==> config.mk <==
export PLATFORM = sky130hd
export DESIGN_NAME = psw_unit
export DESIGN_NICKNAME = d
export VERILOG_FILES = /design/src/rtl/psw_pkg.sv /design/src/rtl/psw_branch_test.sv /design/src/rtl/psw_addr_step.sv /design/src/rtl/psw_load_guard.sv /design/src/rtl/psw_unit.sv
export SDC_FILE = /design/constraint.sdc
export NUM_CORES = 1
export LEC_CHECK = 0
export ABC_CLOCK_PERIOD_IN_PS = 7690
export BUFFER_PORTS_ARGS = -buffer_cell sky130_fd_sc_hd__buf_2
export CORE_MARGIN = 3
export CORE_UTILIZATION = 50
export DETAILED_ROUTE_END_ITERATION = 8
export HOLD_SLACK_MARGIN = 0.15
export PLACE_DENSITY = 0.86
export SYNTH_ARGS = -nofsm -noshare
export SYNTH_HDL_FRONTEND = slang
export SYNTH_HIERARCHICAL = 1
export SYNTH_SLANG_ARGS = --single-unit
export TNS_END_PERCENT = 5
==> constraint.sdc <==
create_clock -name clk_i -period 7.69 [get_ports clk_i]
set_input_delay 1.1535 -clock clk_i [delete_from_list [all_inputs] [get_ports clk_i]]
set_output_delay 1.1535 -clock clk_i [all_outputs]
set_load 0.02 [all_outputs]
==> src/rtl/psw_pkg.sv <==
package psw_pkg;
  localparam int unsigned WORD_W  = 64;
  localparam int unsigned ADDR_W  = 31;
  localparam int unsigned SHORT_W = 24;
  localparam int unsigned CC_W    = 2;
  localparam int unsigned MASK_W  = 1 << CC_W;
  localparam int unsigned IRQ_W   = 8;
  localparam int unsigned LEN_W   = 2;

  // field bit n (0 = MSB) lives at vector index WORD_W-1-n
  localparam int unsigned IRQ_HI    = WORD_W - 1;
  localparam int unsigned IRQ_LO    = WORD_W - IRQ_W;
  localparam int unsigned PROB_BIT  = WORD_W - 1 - 15;
  localparam int unsigned CC_HI     = WORD_W - 1 - 18;
  localparam int unsigned CC_LO     = WORD_W - 1 - 19;
  localparam int unsigned AMODE_BIT = WORD_W - 1 - 32;

  typedef logic [WORD_W-1:0] word_t;
  typedef logic [ADDR_W-1:0] addr_t;
  typedef logic [CC_W-1:0]   cc_t;
endpackage

==> src/rtl/psw_branch_test.sv <==
module psw_branch_test
  import psw_pkg::*;
(
  input  cc_t              cc_i,
  input  logic [MASK_W-1:0] mask_i,
  output logic             taken_o
);
  logic [MASK_W-1:0] code_hot;

  // mask bit MASK_W-1 pairs with code 0
  for (genvar g = 0; g < MASK_W; g++) begin : g_dec
    assign code_hot[MASK_W-1-g] = (cc_i == CC_W'(g));
  end

  assign taken_o = |(code_hot & mask_i);
endmodule

==> src/rtl/psw_addr_step.sv <==
module psw_addr_step
  import psw_pkg::*;
(
  input  addr_t            addr_i,
  input  logic             wide_i,
  input  logic [LEN_W-1:0] len_i,
  output addr_t            addr_o
);
  localparam int unsigned HI_W = ADDR_W - SHORT_W;

  addr_t               inc;
  logic [SHORT_W-1:0]  short_sum;
  addr_t               wide_sum;

  assign inc       = addr_t'({len_i, 1'b0});
  assign wide_sum  = addr_i + inc;
  assign short_sum = addr_i[SHORT_W-1:0] + inc[SHORT_W-1:0];
  assign addr_o    = wide_i ? wide_sum : {{HI_W{1'b0}}, short_sum};
endmodule

==> src/rtl/psw_load_guard.sv <==
module psw_load_guard (
  input  logic clk_i,
  input  logic rst_ni,
  input  logic req_i,
  input  logic problem_i,
  output logic accept_o,
  output logic fault_o
);
  assign accept_o = req_i & ~problem_i;

  always_ff @(posedge clk_i or negedge rst_ni) begin
    if (!rst_ni) fault_o <= 1'b0;
    else         fault_o <= req_i & problem_i;
  end

  assert_fault_cause_R4: assert property (@(posedge clk_i) disable iff (!rst_ni)
    fault_o |-> $past(req_i && problem_i));
endmodule

==> src/rtl/psw_unit.sv <==
module psw_unit
  import psw_pkg::*;
(
  input  logic              clk_i,
  input  logic              rst_ni,
  input  logic              load_req_i,
  input  logic [WORD_W-1:0] load_word_i,
  input  logic              cc_we_i,
  input  logic [CC_W-1:0]   cc_i,
  input  logic              adv_i,
  input  logic [LEN_W-1:0]  adv_len_i,
  input  logic [MASK_W-1:0] br_mask_i,
  output logic [WORD_W-1:0] psw_o,
  output logic [CC_W-1:0]   cc_o,
  output logic              problem_o,
  output logic              amode_o,
  output logic [ADDR_W-1:0] addr_o,
  output logic              br_taken_o,
  output logic              priv_fault_o
);
  word_t psw_q;
  addr_t addr_next;
  logic  load_ok;

  psw_load_guard u_guard (
    .clk_i     (clk_i),
    .rst_ni    (rst_ni),
    .req_i     (load_req_i),
    .problem_i (psw_q[PROB_BIT]),
    .accept_o  (load_ok),
    .fault_o   (priv_fault_o)
  );

  psw_addr_step u_step (
    .addr_i (psw_q[ADDR_W-1:0]),
    .wide_i (psw_q[AMODE_BIT]),
    .len_i  (adv_len_i),
    .addr_o (addr_next)
  );

  psw_branch_test u_br (
    .cc_i    (psw_q[CC_HI:CC_LO]),
    .mask_i  (br_mask_i),
    .taken_o (br_taken_o)
  );

  // any load request, accepted or refused, blocks the partial updates
  always_ff @(posedge clk_i or negedge rst_ni) begin
    if (!rst_ni) begin
      psw_q <= '0;
    end else if (load_ok) begin
      psw_q <= load_word_i;
    end else if (!load_req_i) begin
      if (cc_we_i) psw_q[CC_HI:CC_LO]  <= cc_i;
      if (adv_i)   psw_q[ADDR_W-1:0]   <= addr_next;
    end
  end

  assign psw_o     = psw_q;
  assign cc_o      = psw_q[CC_HI:CC_LO];
  assign problem_o = psw_q[PROB_BIT];
  assign amode_o   = psw_q[AMODE_BIT];
  assign addr_o    = psw_q[ADDR_W-1:0];

  assert_load_whole_R3: assert property (@(posedge clk_i) disable iff (!rst_ni)
    (load_req_i && !problem_o) |=> (psw_o == $past(load_word_i)));

  assert_reject_hold_R4: assert property (@(posedge clk_i) disable iff (!rst_ni)
    (load_req_i && problem_o) |=> $stable(psw_o));

  assert_cc_write_R5: assert property (@(posedge clk_i) disable iff (!rst_ni)
    (cc_we_i && !load_req_i) |=> (cc_o == $past(cc_i)));

  assert_load_first_R6: assert property (@(posedge clk_i) disable iff (!rst_ni)
    (load_req_i && !problem_o && cc_we_i) |=> (cc_o == $past(load_word_i[CC_HI:CC_LO])));

  assert_mask_all_R8: assert property (@(posedge clk_i) disable iff (!rst_ni)
    (br_mask_i == '1) |-> br_taken_o);

  assert_mask_none_R8: assert property (@(posedge clk_i) disable iff (!rst_ni)
    (br_mask_i == '0) |-> !br_taken_o);

  assert_short_clear_R10: assert property (@(posedge clk_i) disable iff (!rst_ni)
    (adv_i && !load_req_i && !amode_o) |=> (addr_o[ADDR_W-1:SHORT_W] == '0));

  assert_idle_hold_R11: assert property (@(posedge clk_i) disable iff (!rst_ni)
    (!load_req_i && !cc_we_i && !adv_i) |=> $stable(psw_o));
endmodule

==> results.md, run 1 <==
* # diodes at 0
* Inserted Clock Buffers at 9
* Dpl hpwl at between 7 and 8 mm
* Setup TNS at 0 ns
* Minimum clock period at between 3 and 4 ns
* Gr ovfl total at 0
* Critical path required time at 7.88 ns
* Cts repair resizes at 0
* Final Cell Area at approximately 5000 um^2
* Post-Synthesis Cell Area at 4210 um^2
* Placeable Area at 7930 um^2
* Pwr per Cell Area at around 440 nW/um^2
* Syn. warnings at 6
* H-tree depth at 3
* DR iter-0 viols at 156
* Post-synth EDFFs at 0
* Antenna-violating nets left at 0
* Die H at between 90 and 100 um
* Total power at roughly 0.0022 W
* Largest net degree at the start of global routing at 77
* Final worst setup slack at around 4.4 ns
* DR vias/cell at around 5.4
* Final period util at 42.7%
* CP Data Arrival Time at around 3.5 ns
* Leakage Power at between 2 and 2.5 nW
* Crit end category: register
* Post-synthesis register bit count at between 60 and 70
* Clock-pin slew on the worst setup and hold paths at around 0.070 ns
* Outcome: finished clean
* CTS Sinks at between 60 and 70
* First-pass GRT wire length at 17.0 mm
* CTS hold repair buffers at 0
* Post-synthesis sequential area ratio at between 30% and 40%
* Predominant post-synthesis flop cell: dfrtp_1
* PortBufs at 177
* Worst Skew at between 0.008 and 0.009 ns
* DR vias at around 3.4k
* Synth top area cells: dfrtp_1 (39%), mux2_4 (11%), nand4bb_1 (8.6%)
* # IOs at between 150 and 200
* Commonest cells in the netlist: dfrtp_1 (65), nand2_1 (42), inv_1 (38), buf_4 (37), nand4bb_1 (32)
* Synth unique cells at 39
* Clk buf depth at 2
* FILL cells at a little under 700
* Drt drc at 0
* Synth top area share at around two fifths
* Reg-to-reg slack, setup at a little over 5 ns
* # Post-CTS Setup Buffers at 0
* Placed cell area at approximately 4800 um^2
* Ys async rst share at between 90% and 100%
* Initial antenna violation count at 0
* Dominant cell type by area after synthesis: dfrtp_1
* Pre-CTS WS at 4.06 ns
* Die Area at about 9500 um^2
* Final Hold Vio Count at 0
* DR pass1 iterations at 5
* Crit start category: primary input
* Cells after synthesis at roughly 390
* Worst Hold Class: reg2reg
* Worst-path fanout max at 76
* P&R area growth vs syn at 19.1%
* Clock latency on the worst-skew pair at approximately 0.35 ns
* Slew headroom at around a third
* Net Count, Synth at between 400 and 500
* Max Cap Viol at 0
* Final nets at 599
* Hold_ws at ~0.51 ns
* Final setup vio count at 0
* Drt total wl at 10.4 mm
* DR WL/cell at around 17 um
* Final RePlAce weighted congestion at 0.798
* Number of global-route vias before repair at between 3k and 4k
* RSZ-0062 raised after global routing: false
* Layout cells sized above 1 at between 40% and 50%
* Worst VDD drop at roughly 0.00026 V
* Root Buffer: clkbuf_8
* Die X at just under 100 um
* # rows at 32
* Gr usage total at 21.7%
* Slew Limit Fails at 0
* Syn_area_per_cell at 10.8 um^2
* Most frequent cell after synthesis: dfrtp_1
* Setup CP Type: in2reg
* Worst Tran Pin Value at ~0.97 ns
* Peak Freq at roughly 0.30 GHz
* Initial Utilization at a little over half
* CTS tree: yes
where the power goes:
group	switching (W)	internal, W	leakage (nW)
combinational	0.000656	0.000478	1.53
sequential	0.000210	0.000511	0.787
clock	0.000141	0.000192	0.116
logic make-up after synthesis:
| family | after synthesis | synth area share (%) |
|---|---|---|
| buf+inv | 101 | 14.4 |
| flops | 65 | 38.7 |
| fa+ha+maj | 3 | 1.07 |
| xor+xnor | 21 | 4.37 |
| simple gates | 126 | 19.9 |
| mux | 37 | 12.8 |
| compound gates | 38 | 8.81 |
layout make-up:
cell class / count / area (um^2) / share of cell area, %
multi-input combinational: 225 / 1980 / 39.4
clock inverter: 6 / 91.3 / 1.82
tap: 102 / 128 / 2.55
timing repair buffer: 180 / 908 / 18.1
sequential: 65 / 1630 / 32.5
clock buffer: 10 / 138 / 2.75
inverter: 38 / 143 / 2.85
worst max-delay path, cell delays in order:
cell and delay (ns):
buf_2 0.44, and2b_4 0.79, buf_4 0.71, nand4bb_1 0.23, o311ai_1 0.12
per-layer routing:
metal	track usage (%)	share of wire, %	vias to the layer above	wire length [um]
li1	-	-	1611	-
met1	27.2	41	1662	4300
met2	38.5	52	115	5460
met3	2.66	4.9	13	515
met4	7.35	1.6	0	162
met5	0	0	-	0
state kept, by name, summed over array words and instances (netlist names):
| name | count |
|---|---|
| u_guard/fault_o | 1 |
| psw_o | 64 |
through the flow:
stage,util [%],std cells
floorplan,-,391
global placement,60.3,610
detailed placement,60.3,610
CTS,63.2,626
global route,63.2,626
finish,63.2,626
cell usage in the layout, fill, tap and decap left out, drive strengths merged, types with 4 or more instances in the layout:
cell type,synthesis,layout
nand4,8,8
clkbuf,11,10
xnor2,13,13
nor4,4,4
dfrtp,65,65
nand2,42,42
nand4bb,32,32
clkinv,0,4
nand3,14,14
mux2i,5,5
buf,52,180
and3,4,4
xor2,8,8
mux2,31,31
inv,38,38
o311ai,33,33
path summary, 6_finish.rpt:
path / start / to / cells past startpoint
min reg2reg: psw_o[47] / psw_o[47] / 1
max reg2reg: psw_o[1] / psw_o[29] / 9
max in group asynchronous: rst_ni / psw_o[17] / 2
min in group asynchronous: rst_ni / psw_o[6] / 2
max: load_req_i / psw_o[28] / 5
min: psw_o[47] / psw_o[47] / 1
No activity file was read; power rests on OpenSTA's default activity.
==> run 2: changes to the inputs <==
--- a/config.mk
+++ b/config.mk
@@ -5,13 +5,14 @@
 export SDC_FILE = /design/constraint.sdc
 export NUM_CORES = 1
 export LEC_CHECK = 0
-export ABC_CLOCK_PERIOD_IN_PS = 7690
+export ABC_AREA = 1
+export ABC_CLOCK_PERIOD_IN_PS = 3200
 export BUFFER_PORTS_ARGS = -buffer_cell sky130_fd_sc_hd__buf_2
 export CORE_MARGIN = 3
-export CORE_UTILIZATION = 50
+export CORE_UTILIZATION = 49
 export DETAILED_ROUTE_END_ITERATION = 8
 export HOLD_SLACK_MARGIN = 0.15
-export PLACE_DENSITY = 0.86
+export PLACE_DENSITY = 0.85
 export SYNTH_ARGS = -nofsm -noshare
 export SYNTH_HDL_FRONTEND = slang
 export SYNTH_HIERARCHICAL = 1
==> constraint.sdc (replaced) <==
create_clock -name clk_i -period 3.2 [get_ports clk_i]
set_input_delay 0.48 -clock clk_i [delete_from_list [all_inputs] [get_ports clk_i]]
set_output_delay 0.48 -clock clk_i [all_outputs]
set_load 0.02 [all_outputs]
==> run 2 against run 1 <==
Against the previous run:
- utilization decreased by 1.5 points
- cell count increased by 41%
- synthesized cell count rose by 63%
- register-to-register slack got worse by 3.9 ns
- critical path depth rose by 9
- highest routed layer unchanged
==> results.md, run 2 <==
* Crit start category: register
* Slowest CP cell: fa_1
* Die X at 98.3 um (+0.57%)
* CTS tree: yes
* Max Cap Viol at 0 (unchanged)
* Reg-to-Reg End: psw_o[25]
* Initial Utilization at 50.5% (-2.5 points)
* Fin util at 61.7% (-1.5 points)
* # Post-CTS Setup Buffers at 0 (unchanged)
* Final setup vio count at 0 (unchanged)
* Syn. warnings at 6 (unchanged)
* P&R area growth vs syn at 22.1%
* Final Cell Area at 5090 um^2 (+1.7%)
* DR vias at 4,270 (+26%)
* Register area at 1630 um^2 (unchanged)
* DR iter-0 viols at 189 (+21%)
* Global-route met1 utilization at 28.7% (+1.5 points)
* H-tree depth at 3 (unchanged)
* Final Hold Vio Count at 0 (unchanged)
* Max reg flops at 64 (unchanged)
* DR vias/cell at 4.84 (-11%)
* Synth top area share at 39.0% (+0.31 points)
* Setup TNS at 0 ns (unchanged)
* Ys async rst share at 100% (unchanged)
* CP Data Arrival Time at 2.26 ns (-1.22 ns)
* Worst VDD drop at 0.000547 V (+110%)
* Clock latency on the worst-skew pair at 0.34 ns (about the same)
* Post-synthesis sequential area ratio at 39.0% (+0.31 points)
* # rows at 33 (+3.1%)
* Layout cells sized above 1 at 27.2% (-19 points)
* Slew headroom at 38.4% (+3.8 points)
* Most frequent cells in the layout: nand2_1 (351), buf_2 (177), dfrtp_1 (65)
* Cts repair resizes at 0 (unchanged)
* Drt drc at 0 (unchanged)
* DR pass1 iterations at 5 (unchanged)
* Cells after synthesis at 638 (+63%)
* RSZ-0062 raised after global routing: false
* FILL cells at 803 (+19%)
* Leakage Power at 3.02 nW (+24%)
* Die H at 98.3 um (+0.57%)
* Drt total wl at 11.5 mm (+10%)
* Net Count, Synth at 718 (+52%)
* Placeable Area at 8260 um^2 (+4.2%)
* GR met3 Demand/Resource at 4.71% (+2.1 points)
* Dominant cell type by area after synthesis: dfrtp_1
* Post-Synthesis Cell Area at 4170 um^2 (-0.80%)
* Largest net degree at the start of global routing at 65 (-16%)
* Die Area at 9660 um^2 (+1.1%)
* Reg-to-reg slack, setup at 1.17 ns (-3.95 ns)
* GR peak layer: met2
* Worst Tran Pin Value at 0.923 ns (-0.0478 ns)
* # diodes at 0 (unchanged)
* Dpl hpwl at 8.40 mm (+16%)
* DR WL/cell at 13.0 um (-22%)
* Clock-pin slew on the worst setup and hold paths at 0.08 ns (about the same)
* Hold_ws at 0.266 ns (-0.248 ns)
* Syn_area_per_cell at 6.54 um^2 (-39%)
* Outcome: finished clean
* R2R depth at 14 (+5)
* Commonest non-fill, non-tap cell in the layout: nand2_1
* CTS hold repair buffers at 0 (unchanged)
* Initial antenna violation count at 0 (unchanged)
* Final period util at between 60 and 70%
* Final RePlAce weighted congestion at 0.916 (+15%)
* Post-synthesis register bit count at 65 (unchanged)
* Peak Freq at 0.493 GHz
* Predominant post-synthesis flop cell: dfrtp_1
* Clk buf depth at 2 (unchanged)
* # IOs at 178 (unchanged)
* PortBufs at 177 (unchanged)
* Footprint of the multi-input gates at 2010 um^2 (+1.6%)
* Gr ovfl total at 0 (unchanged)
* Most frequent cell after synthesis: nand2_1
* Inserted Clock Buffers at 9 (unchanged)
* Pwr per Cell Area at 934 nW/um^2 (+110%)
* Synth unique cells at 20 (-49%)
* Root Buffer: clkbuf_8
* Met2 Track Usage GR at 42.6% (+4.1 points)
* Minimum clock period at around 2.0 ns
* Placed cell area at 4850 um^2 (+1.5%)
* Commonest cells in the netlist: nand2_1 (351), dfrtp_1 (65), nor2_1 (47), nand3_1 (44), buf_4 (42)
* Max incr delay on CP at 0.46 ns (-0.33 ns)
* Worst Skew at 0.0128 ns (+0.00415 ns)
* Slew Limit Fails at 0 (unchanged)
* Gr usage total at 23.8% (+2.1 points)
* Worst-path fanout max at 5 (-93%)
* Total power at 0.00476 W (+120%)
* Most numerous cell on the critical path: nand2_1
* Synth top area cells: dfrtp_1 (39%), nand2_1 (32%), buf_4 (7.6%)
* Post-synth EDFFs at 0 (unchanged)
* CTS Sinks at 65 (unchanged)
* Final nets at 852 (+42%)
* Antenna-violating nets left at 0 (unchanged)
* Worst Hold Class: in2async
* Crit end category: register
* Crit-path cells: ha_1 > fa_1 > inv_1 > nor2_2 > nand2_2 > inv_1 > nand2_1 > nand2_1 > nand2_1 > nor2_1 > nand2_1 > nand2_1 > nand2_1 > nand2_1
* Number of global-route vias before repair at 4,029 (+20%)
* Setup CP Type: reg2reg
* Critical path required time at 3.43 ns (-4.45 ns)
* First-pass GRT wire length at 18.8 mm (+10%)
* Reg-to-reg startpoint: psw_o[1]
[run 2: cell types whose count changed in the layout (fill, tap and decap cells not counted), moves of 5 or more]
cell,previous run,this run
nand4bb_1,32,0
o311ai_2,7,0
o311ai_1,26,0
nand4_1,8,2
nand3_1,14,44
nor2_1,3,47
nand2_1,42,351
nor2_2,0,5
mux2_4,31,0
mux2i_1,5,0
[run 2: worst max path at each step]
stage                             from        end  slack (ns)  depth (start not counted)
after floorplan               psw_o[1]  psw_o[25]        1.28                         14
after global placement    adv_len_i[0]  psw_o[25]        1.11                         15
after detailed placement  adv_len_i[0]  psw_o[25]        1.03                         15
after CTS                     psw_o[1]  psw_o[25]        1.17                         13
after global routing          psw_o[1]  psw_o[21]        0.95                         14
final                         psw_o[1]  psw_o[25]        1.17                         14
[run 2: cells by family after synthesis]
group | share of synthesized area, %
and+or+nand+nor | 43.2
xor gates and xnor gates | 3.57
AOI/OAI and AO/OA | 0.120
DFF | 39.0
adders and majority gates | 1.08
buffers and inverters | 13.0
[run 2: report_power, final]
group          internal (W)  switching, W  total, W
clock              0.000522      0.000348  0.000870
combinational      0.000784       0.00153   0.00232
sequential          0.00115      0.000418   0.00157
total               0.00246       0.00230   0.00476
[run 2: per-stage QoR]
step	setup slack, ns	instances
after floorplan	1.28	638
final	1.17	882
after CTS	1.17	882
after global routing	0.954	882
after detailed placement	1.03	866
after global placement	1.11	866
[run 2: routing by layer]
layer  up-vias  share of wire, %
met5         -                 0
met4         0               1.4
met3        14               8.0
met2       166                50
met1      1937                41
li1       2153                 -
[run 2: worst max-delay path, delay by kind of cell (launching register included)]
kind / cells / cell delay, ns
adders and majority gates: 2 / 0.69
buffers and inverters: 2 / 0.21
DFF: 1 / 0.41
and+or+nand+nor: 10 / 0.61
[run 2: final cells by class]
| type | instances | share of cell area, % |
|---|---|---|
| clock buffers | 10 | 2.50 |
| multi-input cells | 475 | 39.4 |
| flip-flops and latches | 65 | 31.9 |
| repair buffers | 183 | 18.5 |
| inverters | 38 | 2.80 |
| clock inverters | 6 | 2.28 |
| well taps | 105 | 2.58 |
==> run 3: changes to the inputs <==
--- a/config.mk
+++ b/config.mk
@@ -6,7 +6,7 @@
 export NUM_CORES = 1
 export LEC_CHECK = 0
 export ABC_AREA = 1
-export ABC_CLOCK_PERIOD_IN_PS = 3200
+export ABC_CLOCK_PERIOD_IN_PS = 2000
 export BUFFER_PORTS_ARGS = -buffer_cell sky130_fd_sc_hd__buf_2
 export CORE_MARGIN = 3
 export CORE_UTILIZATION = 49
==> constraint.sdc (replaced) <==
create_clock -name clk_i -period 2 [get_ports clk_i]
set_input_delay 0.3 -clock clk_i [delete_from_list [all_inputs] [get_ports clk_i]]
set_output_delay 0.3 -clock clk_i [all_outputs]
set_load 0.02 [all_outputs]
==> run 3 against run 2 <==
Against the previous run:
- critical path depth unchanged
- wire length up 8.1%
- critical endpoint unchanged
- sequential cell count unchanged
- design area up 4.6%
- highest routed layer unchanged
- worst setup slack worse by 1.1 ns
- via count up 3.8%
==> results.md, run 3 (same netlist as run 2, synthesis figures left out) <==
* Clk buf depth at 2 (unchanged)
* Pwr per Cell Area at 1420 nW/um^2 (+52%)
* # IOs at 178 (unchanged)
* Footprint of the multi-input gates at 2050 um^2 (+2.1%)
* Reg-to-Reg End: psw_o[25]
* Crit start category: register
* Final period util at 94.5% (+31 points)
* Crit end category: register
* P&R area growth vs syn at 27.8%
* Initial Utilization at 50.5% (unchanged)
* Number of global-route vias before repair at 4,272 (+6.0%)
* Initial antenna violation count at 0 (unchanged)
* Dpl hpwl at 8.47 mm (+0.74%)
* Final setup vio count at 0 (unchanged)
* Worst Skew at 0.00980 ns (-0.00302 ns)
* Final Hold Vio Count at 0 (unchanged)
* Commonest non-fill, non-tap cell in the layout: nand2_1
* Slew headroom at 73.7% (+35 points)
* Drt drc at 0 (unchanged)
* Worst VDD drop at 0.000893 V (+63%)
* R2R depth at 14 (unchanged)
* Hold path depth at 3
* Peak Freq at 0.529 GHz (+7.3%)
* CTS Sinks at 65 (unchanged)
* Root Buffer: clkbuf_8
* Hold EP: psw_o[33]
* Worst Tran Pin Value at 0.395 ns (-0.529 ns)
* CTS tree: yes
* Min-delay src: load_word_i[33]
* Antenna-violating nets left at 0 (unchanged)
* Register area at 1630 um^2 (about the same)
* Reg-to-reg startpoint: psw_o[1]
* Reg-to-reg slack, setup at 0.11 ns (-1.06 ns)
* Leakage Power at 3.12 nW (+3.1%)
* Hold_ws at 0.158 ns (-0.108 ns)
* Minimum clock period at 1.89 ns (-0.139 ns)
* Final worst setup slack at 0.111 ns (-1.06 ns)
* Critical path required time at 2.23 ns (-1.20 ns)
* Largest net degree at the start of global routing at 66 (+1.5%)
* H-tree depth at 3 (unchanged)
* Layout cells sized above 1 at 28.1% (+0.93 points)
* Max Cap Viol at 0 (unchanged)
* Clock latency on the worst-skew pair at 0.34 ns (about the same)
* DR vias at 4,431 (+3.8%)
* Die X at 98.3 um (unchanged)
* # rows at 33 (unchanged)
* Worst Hold Class: in2reg
* CP Data Arrival Time at 2.12 ns (-0.14 ns)
* DR vias/cell at 4.89 (+1.0%)
* DR pass1 iterations at 4 (-1)
* Placeable Area at 8260 um^2 (unchanged)
* Most frequent cells in the layout: nand2_1 (350), buf_2 (177), dfrtp_1 (64)
* Pre-CTS WS at 0.0332 ns (-0.995 ns)
* # diodes at 0 (unchanged)
* Outcome: finished clean
* Die Area at 9660 um^2 (unchanged)
* Slew Limit Fails at 0 (unchanged)
* Inserted Clock Buffers at 9 (unchanged)
* Setup CP Type: reg2reg
* DR iter-0 viols at 170 (-10%)
* Max reg flops at 64 (unchanged)
* Gr ovfl total at 0 (unchanged)
* FILL cells at 758 (-5.6%)
* Drt total wl at 12.4 mm (+8.1%)
* Gr usage total at 25.7% (+1.9 points)
* Clock-pin slew on the worst setup and hold paths at 0.08 ns (about the same)
* RSZ-0062 raised after global routing: true
* Final RePlAce weighted congestion at 0.971 (+6.0%)
* First-pass GRT wire length at 20.3 mm (+7.9%)
* Final nets at 877 (+2.9%)
* Worst-path fanout max at 5 (unchanged)
* Die H at 98.3 um (unchanged)
* PortBufs at 177 (unchanged)
* DR WL/cell at 13.7 um (+5.2%)
==> run 3: metal layers <==
layer / up-vias / track usage, % / wire [um]
met5: - / 0 / 0
met1: 2046 / 30.9 / 4990
li1: 2198 / - / -
met3: 26 / 5.71 / 932
met4: 0 / 9.24 / 316
met2: 161 / 45.0 / 6170
==> run 3: power by group <==
group / internal, W / switching, W / leakage (nW) / total [W]
Combinational: 0.00135 / 0.00254 / 2.21 / 0.00389
Sequential: 0.00185 / 0.000669 / 0.816 / 0.00252
Clock: 0.000573 / 0.000572 / 0.0875 / 0.00114
==> run 3: how the worst max path moves through the flow <==
stage,slack (ns),start,endpoint
5_1_grt,-0.01,psw_o[2],psw_o[18]
6_report,0.11,psw_o[1],psw_o[25]
2_1_floorplan,0.08,psw_o[1],psw_o[25]
4_1_cts,0.01,psw_o[1],psw_o[25]
3_5_place_dp,0.03,adv_len_i[0],psw_o[25]
3_3_place_gp,0.08,adv_len_i[0],psw_o[25]
==> run 3: cell type report <==
cell class | count | share of cell area, %
clock inverter | 6 | 1.31
sequential | 65 | 30.5
tap | 105 | 2.46
timing repair buffer | 208 | 22.2
clock buffer | 9 | 2.32
multi-input combinational | 475 | 38.4
inverter | 38 | 2.68
==> run 3: worst max-delay path, cell delays in order, from the launching register on <==
cell and delay [ns]:
dfrtp_1 0.40, ha_2 0.21, fa_2 0.42, inv_2 0.11
nor2_4 0.06, nand2_4 0.10, inv_1 0.06, nand2_1 0.06
nand2_1 0.04, nand2_1 0.06, nor2_1 0.04, nand2_1 0.07
nand2_1 0.05, nand2_1 0.06, nand2_1 0.05
==> run 3: what timing repair did <==
item                                   CTS  global route
endpoints found under the hold margin   81             0
buffers inserted                         0             4
hold buffers                            17             0
gates resized for setup                  0            13
setup endpoints to repair                0            12
==> run 3: through the flow <==
step	area (um^2)	setup TNS, ns	cells	power (W)	utilization, %
after floorplan	4170	0	638	0.00538	-
after global placement	4890	0	870	0.00622	59.3
after detailed placement	4890	0	870	0.00632	59.3
after CTS	5260	0	902	0.00751	63.7
after global routing	5330	-0.0280	906	0.00810	64.6
final	5330	0	906	0.00755	64.6
